==> src/rtl/i2c_ar_pkg.sv <==
package i2c_ar_pkg;
  localparam int ADDR_W = 7;
  localparam int BYTE_W = ADDR_W + 1;
  localparam int CNT_W  = $clog2(BYTE_W + 1);

  typedef enum logic [2:0] {
    ST_IDLE,
    ST_ADDR,
    ST_ACK,
    ST_ACTIVE,
    ST_IGNORE
  } ar_state_e;
endpackage

==> src/rtl/i2c_ar_sync.sv <==
module i2c_ar_sync #(
  parameter int STAGES = 2
) (
  input  logic clk,
  input  logic rst_n,
  input  logic scl_i,
  input  logic sda_i,
  output logic sda_o,
  output logic start_o,
  output logic stop_o,
  output logic scl_rise_o,
  output logic scl_fall_o
);
  logic [1:0] chain [STAGES];
  logic       scl_q, sda_q;

  for (genvar g = 0; g < STAGES; g++) begin : g_stage
    if (g == 0) begin : g_first
      always_ff @(posedge clk or negedge rst_n)
        if (!rst_n) chain[g] <= 2'b11;
        else        chain[g] <= {scl_i, sda_i};
    end else begin : g_next
      always_ff @(posedge clk or negedge rst_n)
        if (!rst_n) chain[g] <= 2'b11;
        else        chain[g] <= chain[g-1];
    end
  end

  logic scl_s, sda_s;
  assign scl_s = chain[STAGES-1][1];
  assign sda_s = chain[STAGES-1][0];

  always_ff @(posedge clk or negedge rst_n)
    if (!rst_n) begin
      scl_q <= 1'b1;
      sda_q <= 1'b1;
    end else begin
      scl_q <= scl_s;
      sda_q <= sda_s;
    end

  assign sda_o      = sda_s;
  assign start_o    = scl_s & scl_q & sda_q & ~sda_s;
  assign stop_o     = scl_s & scl_q & ~sda_q & sda_s;
  assign scl_rise_o = scl_s & ~scl_q;
  assign scl_fall_o = ~scl_s & scl_q;
endmodule

==> src/rtl/i2c_ar_shift.sv <==
module i2c_ar_shift #(
  parameter int W = 8,
  localparam int CW = $clog2(W + 1)
) (
  input  logic         clk,
  input  logic         rst_n,
  input  logic         clr_i,
  input  logic         shift_i,
  input  logic         bit_i,
  output logic [W-1:0] data_o,
  output logic         last_o,
  output logic         full_o
);
  logic [CW-1:0] cnt;

  always_ff @(posedge clk or negedge rst_n)
    if (!rst_n) begin
      cnt    <= '0;
      data_o <= '0;
    end else if (clr_i) begin
      cnt <= '0;
    end else if (shift_i && !full_o) begin
      cnt    <= cnt + 1'b1;
      data_o <= {data_o[W-2:0], bit_i};
    end

  assign last_o = (cnt == CW'(W - 1));
  assign full_o = (cnt == CW'(W));
endmodule

==> src/rtl/i2c_addr_recog.sv <==
module i2c_addr_recog
  import i2c_ar_pkg::*;
#(
  parameter int SYNC_STAGES = 2
) (
  input  logic              clk,
  input  logic              rst_n,
  input  logic              scl_i,
  input  logic              sda_i,
  output logic              sda_pull_o,
  input  logic              cfg_wr_i,
  input  logic [ADDR_W-1:0] cfg_addr_i,
  input  logic              cfg_free_i,
  input  logic              cfg_nack_i,
  output logic              addressed_o,
  output logic              dir_tx_o,
  output logic              gcall_o,
  output logic              byte_valid_o,
  output logic [BYTE_W-1:0] byte_data_o
);
  ar_state_e         state;
  logic              sda_s, start_det, stop_det, scl_rise, scl_fall;
  logic              last_bit, byte_full, shift_en;
  logic [ADDR_W-1:0] own_addr;
  logic              free_mode;
  logic              bus_idle;
  logic              is_gcall, is_match, accept;

  i2c_ar_sync #(.STAGES(SYNC_STAGES)) u_sync (
    .clk(clk), .rst_n(rst_n), .scl_i(scl_i), .sda_i(sda_i),
    .sda_o(sda_s), .start_o(start_det), .stop_o(stop_det),
    .scl_rise_o(scl_rise), .scl_fall_o(scl_fall)
  );

  assign shift_en = (state == ST_ADDR) && scl_rise;

  i2c_ar_shift #(.W(BYTE_W)) u_shift (
    .clk(clk), .rst_n(rst_n), .clr_i(start_det), .shift_i(shift_en),
    .bit_i(sda_s), .data_o(byte_data_o), .last_o(last_bit),
    .full_o(byte_full)
  );

  assign bus_idle = (state == ST_IDLE);

  // configuration is only taken between a stop (or reset) and the next start
  always_ff @(posedge clk or negedge rst_n)
    if (!rst_n) begin
      own_addr  <= '0;
      free_mode <= 1'b0;
    end else if (cfg_wr_i && bus_idle) begin
      own_addr  <= cfg_addr_i;
      free_mode <= cfg_free_i;
    end

  assign is_gcall = (byte_data_o == '0);
  assign is_match = (byte_data_o[BYTE_W-1:1] == own_addr);
  assign accept   = free_mode | (~cfg_nack_i & (is_gcall | is_match));

  always_ff @(posedge clk or negedge rst_n)
    if (!rst_n) begin
      state        <= ST_IDLE;
      sda_pull_o   <= 1'b0;
      addressed_o  <= 1'b0;
      dir_tx_o     <= 1'b0;
      gcall_o      <= 1'b0;
      byte_valid_o <= 1'b0;
    end else begin
      byte_valid_o <= 1'b0;
      if (start_det || stop_det) begin
        state       <= start_det ? ST_ADDR : ST_IDLE;
        sda_pull_o  <= 1'b0;
        addressed_o <= 1'b0;
        dir_tx_o    <= 1'b0;
        gcall_o     <= 1'b0;
      end else begin
        unique case (state)
          ST_ADDR: begin
            if (shift_en && last_bit) byte_valid_o <= 1'b1;
            if (scl_fall && byte_full) begin
              if (accept) begin
                state       <= ST_ACK;
                sda_pull_o  <= 1'b1;
                addressed_o <= 1'b1;
                gcall_o     <= ~free_mode & is_gcall;
                dir_tx_o    <= ~free_mode & ~is_gcall & byte_data_o[0];
              end else begin
                state <= ST_IGNORE;
              end
            end
          end
          ST_ACK: begin
            if (scl_fall) begin
              state      <= ST_ACTIVE;
              sda_pull_o <= 1'b0;
            end
          end
          default: ;
        endcase
      end
    end
endmodule

==> config.mk <==
export PLATFORM = sky130hd
export DESIGN_NAME = i2c_addr_recog
export DESIGN_NICKNAME = d
export VERILOG_FILES = /design/src/rtl/i2c_ar_pkg.sv /design/src/rtl/i2c_ar_sync.sv /design/src/rtl/i2c_ar_shift.sv /design/src/rtl/i2c_addr_recog.sv
export SDC_FILE = /design/constraint.sdc
export NUM_CORES = 1
export LEC_CHECK = 0
export ABC_AREA = 1
export CORE_ASPECT_RATIO = 1.4
export CORE_MARGIN = 3
export CORE_UTILIZATION = 50
export DETAILED_ROUTE_END_ITERATION = 8
export PLACE_DENSITY = 0.84
export SLEW_MARGIN = 10
export SYNTH_ARGS = -nofsm -noshare
export SYNTH_HDL_FRONTEND = slang
export SYNTH_SLANG_ARGS = --single-unit
==> constraint.sdc <==
create_clock -name clk -period 1.91 [get_ports clk]
set_input_delay 0.2865 -clock clk [delete_from_list [all_inputs] [get_ports clk]]
set_output_delay 0.2865 -clock clk [all_outputs]
set_load 0.01 [all_outputs]
Yosys cells after proc, flatten, opt, wreduce, memory -nomap -nowiden. Index checks and enable logic that the tools add are counted. W data, S select, Z words.

$add $sub $neg: 1. Multiply operators: 0. Div/mod/pow operators: 0. Order comparisons: 0. Equal/unequal tests: 8. Shifts and indexed selects: 0. Mux-type cells: 26. Bitwise gates (word level): 21. Reduce and logical (&&, ||, !) cells: 18.

Operator list (number): $mux W1 (18); $mux W3 (4); $and A1 B1 Y1 (11); $logic_not A8 Y1 (1); $mux W4 (2); $not A1 Y1 (8); $reduce_bool A2 Y1 (4); $eq A7 B7 Y1 (1); $pmux W3 S2 (1); $reduce_and A3 Y1 (2); $logic_and A1 B1 Y1 (5); $add A4 B1 Y4 const B (1); $eq A4 B3 Y1 const B (1); $eq A4 B4 Y1 const B (1); $reduce_and A4 Y1 (1); $eq A3 B1 Y1 const B (1); $eq A3 B2 Y1 const B (1); $logic_not A3 Y1 (1); $ne A3 B1 Y1 const B (1); $ne A3 B2 Y1 const B (1); $ne A3 B3 Y1 const B (1); $reduce_bool A3 Y1 (1); $or A1 B1 Y1 (2); $pmux W1 S2 (1); other kinds (3) (3).

Flip-flop bits (word level): 34. Latch bits: 0. RAM bits: 0. ROM bits: 0. Output and inout bits: 13. Logic and storage cells: 88. Memories kept: 0.

Logic depth before layout (Yosys ltp). Gate-level depths: netlist of run 1.

Depth in word-level cells: 8. Depth in mapped cells: 12. Depth with buffers taken out: 12.

Hierarchy. Synthesis of run 1 repeated with hierarchy kept, for this count alone.

Cells, all modules: 221. Area total of the unflattened synthesis: 1735.4 um^2.

By module, submodules not included: i2c_addr_recog (instances 1, cells each 132, area each 927.1 um^2); i2c_ar_shift (instances 1, cells each 72, area each 609.3 um^2); i2c_ar_sync (instances 1, cells each 17, area each 198.9 um^2).

Worst setup path before layout of run 1. OpenSTA, ideal clock, no wires.

Path type: register to register. Start: register u_shift.cnt[0]. End: register sda_pull_o. Library setup time: 117 ps. Data arrival time: 1354 ps. Required time: 1793 ps. Path slack: 440 ps. Cell stages (with the launch flop): 10. Buffers on the path: 0. Clock period less this slack: 1470 ps. Path through: dfrtp_1 inv_1 ha_1 nand3_1 nor3_4 a21oi_1 nand2_1 nand2_1 nand2_1 nand2_1.

Word-level cells in the longest chain between the ends: 4.

Ends and longest elaborated chain: from (decl) (line i2c_ar_shift.sv:14) `logic [CW-1:0] cnt;`; from (signal assigned) (line i2c_ar_shift.sv:23) `cnt <= cnt + 1'b1;`; $eq A4 B4 Y1 (line i2c_ar_shift.sv:28) `assign full_o = (cnt == CW'(W));`; $logic_and A1 B1 Y1 (line i2c_addr_recog.sv:79) `if (scl_fall && byte_full) begin`; $ne A3 B1 Y1 (no source line); $reduce_and A4 Y1 (no source line); to (signal assigned) (line i2c_addr_recog.sv:71) `sda_pull_o <= 1'b0;`; to (signal assigned) (line i2c_addr_recog.sv:82) `sda_pull_o <= 1'b1;`; to (signal assigned) (line i2c_addr_recog.sv:94) `sda_pull_o <= 1'b0;`; to (decl) (line i2c_addr_recog.sv:10) `output logic sda_pull_o,`.

No other way between the ends. A chain may end at the register's enable or synchronous reset.

Worst setup path in the final report of run 1. Ends and elaborated chain as after synthesis.

==> run summary, run 1 <==
==============================================================================
Run status                                                        finished clean
Total Die Area                                                      3797 sq um
Post-CTS setup buffer count                                                  0
Antenna violations before repair                                             0
Leading cell type in the layout, fill and taps excluded           sky130_fd_sc_hd__nand2_1
Count of warnings emitted by yosys                                           0
Number of nets still failing antenna checks after routing                    0
Min cycle time layout                                                 1.681 ns
Latest clock arrival within the worst-skew pair                        0.28 ns
Max-capacitance violation count                                              0
TritonCTS clock tree                                                      done
Number of buffers between clock root and the deepest sink                    2
Peak Freq                                                            594.8 MHz
Family with the most delay on the worst path                      simple AND/OR/NAND/NOR gates
Worst path cell trace                                             inv_1, ha_1, nand3_1, nor3_4, a21oi_1, nand2_1, nand2_1, nand2_1, nand2_1
Flip-flop and latch count after synthesis                                   34
Cell at the root of the clock tree                                sky130_fd_sc_hd__clkbuf_8
TritonCTS Buffers                                                            5
Dominant register cell in the synthesized netlist                 sky130_fd_sc_hd__dfrtp_1
Max_slew headroom                                                       72.67%
Drt total wl                                                           3036 um
Maximum level of the CTS H-tree                                              2
Non-filler instance count after layout                                     235
Share of flip-flops with an asynchronous set or reset                   100.0%
Commonest cells after routing, fill and taps aside                sky130_fd_sc_hd__nand2_1, sky130_fd_sc_hd__dfrtp_1, sky130_fd_sc_hd__clkdlybuf4s50_1, sky130_fd_sc_hd__inv_1
Total gr overflow                                                            0
Type of the most critical hold path                               flip-flop to flip-flop
Fraction of layout instances using a drive strength above 1             14.65%
Port buffer count                                                           26
Count of different cell masters after synthesis                             25
Register Area                                                      858.3 sq um
Synthesized Nets                                                           180
Hold Buf Count CTS                                                           0
Post-CTS Resized                                                             0
LEAKAGE                                                              0.9354 nW
Power density cells                                               1363 nW/um^2
Mean Syn Cell Area                                                 9.407 sq um
Via count                                                                1,200
HPWL reported at the end of detailed placement                         2167 um
Cell count after placement                                                 227
RSZ-0062 raised after global routing                                     false
Largest fanout of any net on the critical path                               5
Count of buffer and inverter cells on the critical path                      1
Synthesized cell area                                               1543 sq um
Maximum number of pins on one net before global-route repair                35
Horizontal die dimension                                              52.95 um
Violation count after the first detailed-routing iteration                  24
Gr usage total                                                          18.79%
Worst path required time                                               2.09 ns
Wire length of the first global-routing pass                           5257 um
Final Hold Slack                                                     0.3570 ns
Total number of nets in the final design                                   213
Multi-input logic area                                             574.3 sq um
Std-Cell Rows                                                               23
Top-level I/O count                                                         27
Max rail drop VDD                                                    0.8692 mV
Critical path endpoint category                                      flip-flop
Element type at the critical path start                              flip-flop
Clock-pin slew on the worst setup and hold paths                       0.07 ns
Post-DR wirelength/cell                                               12.92 um
Final-report max-slew violation count                                        0
Number of failing hold endpoints at the final stage                          0
Final setup fails                                                            0
Antenna fix cells                                                            0
Post-synthesis sequential area ratio                                    55.64%
Non-Filler Cell Area, Final                                         1958 sq um
Area added between synthesis and finish                                 26.93%
Number of global-route vias before repair                                1,250
Critical-path cell with the highest stage delay                   sky130_fd_sc_hd__dfrtp_1
Final routed DRC violation total                                             0
Gate Count Post-Synth                                                      164
Clk sinks                                                                   34
Starting density of the core                                            53.08%
Die Ht                                                                71.73 um
Fill cell count                                                            240
Most frequent CP cell                                             sky130_fd_sc_hd__nand2_1
Placed cell area                                                    1848 sq um
Worst stage delay on the critical path                                 0.43 ns
Arrival time of data at the critical path endpoint                     1.86 ns
Total Negative Setup Slacks                                               0 ns
Core area                                                           2907 sq um
Drt pass-1 iters                                                             4
Drt via density                                                          5.106
Clock Skew                                                         0.004431 ns
Power consumption                                                     2.670 mW
Pin slew with the least headroom to its limit                        0.4099 ns
Number of enable-type register cells in the synthesized netlist              0
Fin crit share                                                          88.02%
WS Path Type                                                      flip-flop to flip-flop
Global placer's final weighted congestion                               0.7788
==============================================================================
[through the flow]
step           util [%]  setup slack, ns
2_1_floorplan         -           0.4398
3_3_place_gp      63.58           0.3690
3_5_place_dp      63.58           0.2626
4_1_cts           67.37           0.2573
5_1_grt           67.37           0.1049
6_report          67.37           0.2288
[area by class of cell]
cell class / count / share of cell area, %
Clock buffer: 8 / 5.623
Inverter: 25 / 4.792
Multi-Input combinational cell: 103 / 29.33
Sequential cell: 34 / 43.83
Tap cell: 37 / 2.364
Timing Repair Buffer: 28 / 14.06
[Yosys cell counts (3+ instances only)]
| cell type | n | area [sq um] |
|---|---|---|
| sky130_fd_sc_hd__nor2_1 | 13 | 48.80 |
| sky130_fd_sc_hd__nand3_1 | 13 | 65.06 |
| sky130_fd_sc_hd__inv_1 | 25 | 93.84 |
| sky130_fd_sc_hd__mux2_2 | 7 | 78.83 |
| sky130_fd_sc_hd__nand2_1 | 35 | 131.4 |
| sky130_fd_sc_hd__o21ai_0 | 3 | 15.01 |
| sky130_fd_sc_hd__dfstp_2 | 6 | 157.7 |
| sky130_fd_sc_hd__o21ai_1 | 5 | 25.02 |
| sky130_fd_sc_hd__dfrtp_1 | 28 | 700.7 |
| sky130_fd_sc_hd__nand4_1 | 3 | 18.77 |
| sky130_fd_sc_hd__xnor2_1 | 3 | 26.28 |
| sky130_fd_sc_hd__a21oi_1 | 8 | 40.04 |
[power breakdown]
part           internal, mW  switching, mW  leakage, nW  total [mW]
Clock                 0.364          0.244       0.0575       0.608
Combinational         0.448          0.483        0.460       0.932
Sequential            0.938          0.192        0.418        1.13
[cells by family (layout without fill, tap and decap cells)]
kind of cell | Yosys count | count (layout) | synth area share [%]
buf+inv | 27 | 61 | 7.137
fa+ha+maj | 2 | 2 | 1.622
mux | 7 | 7 | 5.110
compound gates | 19 | 19 | 6.732
xor+xnor | 4 | 4 | 2.271
simple gates | 71 | 71 | 21.49
flops | 34 | 34 | 55.64
[sequential cells by signal (all words and copies together), names as in the netlist]
signal          flops
gcall_o             1
byte_valid_o        1
addressed_o         1
state               3
u_sync.chain        3
dir_tx_o            1
own_addr            7
u_shift.cnt         4
u_sync.sda_q        1
u_sync.scl_q        1
u_shift.data_o      8
free_mode           1
sda_pull_o          1
u_sync.sda_o        1
[worst register-to-register path, delay by kind of cell (launching register included)]
kind | cells | cell delay [ns]
buffers and inverters | 1 | 0.09
AO/OA/AOI/OAI | 1 | 0.13
flip-flops | 1 | 0.43
AND/OR/NAND/NOR | 6 | 0.80
adder cells (fa/ha/maj) | 1 | 0.14
[path summary, 6_finish.rpt]
kind                                 start           endpoint  slack [ns]  cells after the start
hold / removal             u_sync.chain[2]       u_sync.sda_o        0.36                      0
setup / recovery            u_shift.cnt[0]         sda_pull_o        0.23                      9
min in group asynchronous            rst_n  u_shift.data_o[4]        0.40                      2
hold reg to reg            u_sync.chain[2]       u_sync.sda_o        0.36                      0
max in group asynchronous            rst_n    u_sync.chain[1]        1.18                      2
setup reg to reg            u_shift.cnt[0]         sda_pull_o        0.23                      9
[metal layers]
metal  vias up  track usage, %  wire length (um)
met5         -               0                 0
met2        35           32.04              1604
met1       568           21.69              1222
li1        589               -                 -
met4         0           6.818                54
met3         8           5.821               155
No activity file was read; power rests on OpenSTA's default activity.
==> run 2: changes to the inputs <==
Settings changed: RECOVER_POWER set to 100, SKIP_LAST_GASP set to 1, SLEW_MARGIN 10 to 30.
==> run summary, run 2 (synthesis results as in run 1) <==
===========================================================================
Commonest cells after routing, fill and taps aside             sky130_fd_sc_hd__nand2_1, sky130_fd_sc_hd__dfrtp_1, sky130_fd_sc_hd__inv_1, sky130_fd_sc_hd__dlygate4sd3_1   was sky130_fd_sc_hd__nand2_1, sky130_fd_sc_hd__dfrtp_1, sky130_fd_sc_hd__clkdlybuf4s50_1, sky130_fd_sc_hd__inv_1
RSZ-0062 raised after global routing                                  false   unchanged
Clk sinks                                                                34   unchanged
Reg-to-reg slack, setup                                             0.17 ns   was 0.23 ns
Max-capacitance violation count                                           0   unchanged
Drt via density                                                       5.106   unchanged
Wire length of the first global-routing pass                        5257 um   unchanged
Fill cell count                                                         241   was 240
Total Die Area                                                   3797 sq um   unchanged
Final-report max-slew violation count                                     0   unchanged
Area added between synthesis and finish                              25.87%   was 26.93%
Placement-stage worst setup slack                                 0.2626 ns   unchanged
Part of the power in the clock network                                23.3%   was 22.8%
Largest register FFs                                                      8   unchanged
Number of failing hold endpoints at the final stage                       0   unchanged
Power consumption                                                  2.610 mW   was 2.670 mW
Drt pass-1 iters                                                          4   unchanged
Leading cell type in the layout, fill and taps excluded        sky130_fd_sc_hd__nand2_1   unchanged
Maximum level of the CTS H-tree                                           2   unchanged
Clock-pin slew on the worst setup and hold paths                    0.07 ns   about the same
Type of the most critical hold path                            flip-flop to flip-flop   unchanged
Total number of nets in the final design                                213   unchanged
Logic pwr share                                                       33.6%   was 34.9%
Crit path capture                                                sda_pull_o   unchanged
Critical path launch point                                     u_shift.cnt[0]   unchanged
Via count                                                             1,200   unchanged
Fin crit share                                                       91.01%   was 88.02%
Largest fanout of any net on the critical path                            5   unchanged
Sw Share                                                             34.68%   was 34.46%
Reported net switching power                                      0.9054 mW   was 0.9200 mW
Global placer's final weighted congestion                            0.7788   unchanged
Antenna violations before repair                                          0   unchanged
Top-level I/O count                                                      27   unchanged
Element type at the critical path start                           flip-flop   unchanged
Arrival time of data at the critical path endpoint                  1.92 ns   was 1.86 ns
Worst path required time                                            2.09 ns   about the same
Hold Buf Count CTS                                                        0   unchanged
Post-DR wirelength/cell                                            12.98 um   was 12.92 um
Max rail drop VDD                                                 0.8343 mV   was 0.8692 mV
Number of global-route vias before repair                             1,250   unchanged
Run status                                                     finished clean   unchanged
HPWL reported at the end of detailed placement                      2167 um   unchanged
Final setup fails                                                         0   unchanged
TritonCTS clock tree                                                   done   unchanged
Peak Freq                                                         575.3 MHz   was 594.8 MHz
Latest clock arrival within the worst-skew pair                     0.28 ns   about the same
Port buffer count                                                        26   unchanged
Top Registers                                                  u_shift.data_o: 8 flops, own_addr: 7 flops, u_shift.cnt: 4 flops   unchanged
Worst reg2reg endpoint                                           sda_pull_o   unchanged
Min cycle time layout                                              1.738 ns   was 1.681 ns
Placed cell area                                                 1848 sq um   unchanged
Total Negative Setup Slacks                                            0 ns   unchanged
Core area                                                        2907 sq um   unchanged
Internal portion of total power                                    1.705 mW   was 1.750 mW
Horizontal die dimension                                           52.95 um   unchanged
Std-Cell Rows                                                            23   unchanged
Fraction of layout instances using a drive strength above 1          12.12%   was 14.65%
Final routed DRC violation total                                          0   unchanged
Non-Filler Cell Area, Final                                      1942 sq um   was 1958 sq um
Maximum number of pins on one net before global-route repair             35   unchanged
Post-CTS setup buffer count                                               0   unchanged
Antenna fix cells                                                         0   unchanged
Cell at the root of the clock tree                             sky130_fd_sc_hd__clkbuf_8   unchanged
Max_slew headroom                                                    46.16%   was 72.67%
TritonCTS Buffers                                                         5   unchanged
Clock Skew                                                      0.004770 ns   was 0.004431 ns
Most flops, register                                           u_shift.data_o   unchanged
Final critical-path setup slack                                   0.1718 ns   was 0.2288 ns
Register Area                                                   858.3 sq um   unchanged
Drt total wl                                                        3051 um   was 3036 um
Starting density of the core                                         53.08%   unchanged
Gr usage total                                                       18.79%   unchanged
Number of nets still failing antenna checks after routing                 0   unchanged
Violation count after the first detailed-routing iteration               29   was 24
Total gr overflow                                                         0   unchanged
Power density cells                                            1344 nW/um^2   was 1363 nW/um^2
Sequential power share                                                43.1%   was 42.3%
Die Ht                                                             71.73 um   unchanged
Startpoint of the worst-slack reg-to-reg timing path           u_shift.cnt[0]   unchanged
LEAKAGE                                                           0.9517 nW   was 0.9354 nW
Number of buffers between clock root and the deepest sink                 2   unchanged
Multi-input logic area                                          564.3 sq um   was 574.3 sq um
Post-CTS Resized                                                          0   unchanged
R2r worst-path depth                                                      9   unchanged
Critical path endpoint category                                   flip-flop   unchanged
Pin slew with the least headroom to its limit                     0.8077 ns   was 0.4099 ns
WS Path Type                                                   flip-flop to flip-flop   unchanged
===========================================================================
-- run 2: changes by cell type in the layout (fill, tap and decap cells not counted) --
| cell | delta |
|---|---|
| sky130_fd_sc_hd__buf_4 | -2 |
| sky130_fd_sc_hd__dlygate4sd3_1 | +16 |
| sky130_fd_sc_hd__o21ai_1 | -4 |
| sky130_fd_sc_hd__nor3_4 | -1 |
| sky130_fd_sc_hd__mux2_1 | +1 |
| sky130_fd_sc_hd__nor3_2 | +1 |
| sky130_fd_sc_hd__clkbuf_1 | +1 |
| sky130_fd_sc_hd__dfstp_1 | +2 |
| sky130_fd_sc_hd__o21ai_2 | -1 |
| sky130_fd_sc_hd__o21ai_0 | +5 |
| sky130_fd_sc_hd__dfstp_2 | -2 |
| sky130_fd_sc_hd__mux2_2 | -1 |
| sky130_fd_sc_hd__clkdlybuf4s50_1 | -16 |
| sky130_fd_sc_hd__clkbuf_2 | +1 |
-- run 2: power by group through the flow --
stage	clock network [mW]	logic, mW	registers (mW)
after detailed placement	0	0.925	1.14
final	0.607	0.878	1.13
after global placement	0	0.892	1.12
after floorplan	0	0.597	1.13
after global routing	0.656	1.02	1.15
after CTS	0.621	0.946	1.13
-- run 2: routing by layer --
metal	track usage, %	up-vias	routed length, um
met2	32.04	40	1592
met1	21.69	565	1232
li1	-	585	-
met4	6.818	0	61
met3	5.821	10	165
met5	0	-	0
-- run 2: final cells by class --
cell class	count	area share, %
sequential	34	44.20
multi-input combinational	103	29.06
timing repair buffer	28	13.85
clock buffer	8	5.670
inverter	25	4.832
tap	37	2.384
-- run 2: metrics by stage --
step | instances | hold WS (ns) | utilization, %
final | 235 | 0.3612 | 66.81
after global routing | 235 | 0.3619 | 66.81
after CTS | 235 | 0.3532 | 67.37
after detailed placement | 227 | 0.3487 | 63.58
after global placement | 227 | 0.3469 | 63.58
after floorplan | 164 | -0.009091 | -
-- run 2: worst max-delay path, cell delays in order, from the launching register on --
cell and delay [ns]:
sky130_fd_sc_hd__dfrtp_1 0.43, sky130_fd_sc_hd__inv_1 0.09, sky130_fd_sc_hd__ha_1 0.14, sky130_fd_sc_hd__nand3_1 0.17, sky130_fd_sc_hd__nor3_2 0.36, sky130_fd_sc_hd__a21oi_1 0.15
sky130_fd_sc_hd__nand2_1 0.13, sky130_fd_sc_hd__nand2_1 0.07, sky130_fd_sc_hd__nand2_1 0.06, sky130_fd_sc_hd__nand2_1 0.04
-- run 2: how the worst min path moves through the flow --
stage,startpoint,to,slack (ns),cells after the start
finish,u_sync.chain[2],u_sync.sda_o,0.36,0
global route,u_sync.chain[2],u_sync.sda_o,0.36,0
CTS,u_sync.chain[2],u_sync.sda_o,0.35,0
detailed placement,u_sync.chain[2],u_sync.sda_o,0.35,0
global placement,u_sync.chain[2],u_sync.sda_o,0.35,0
floorplan,rst_n,addressed_o,-0.009,0
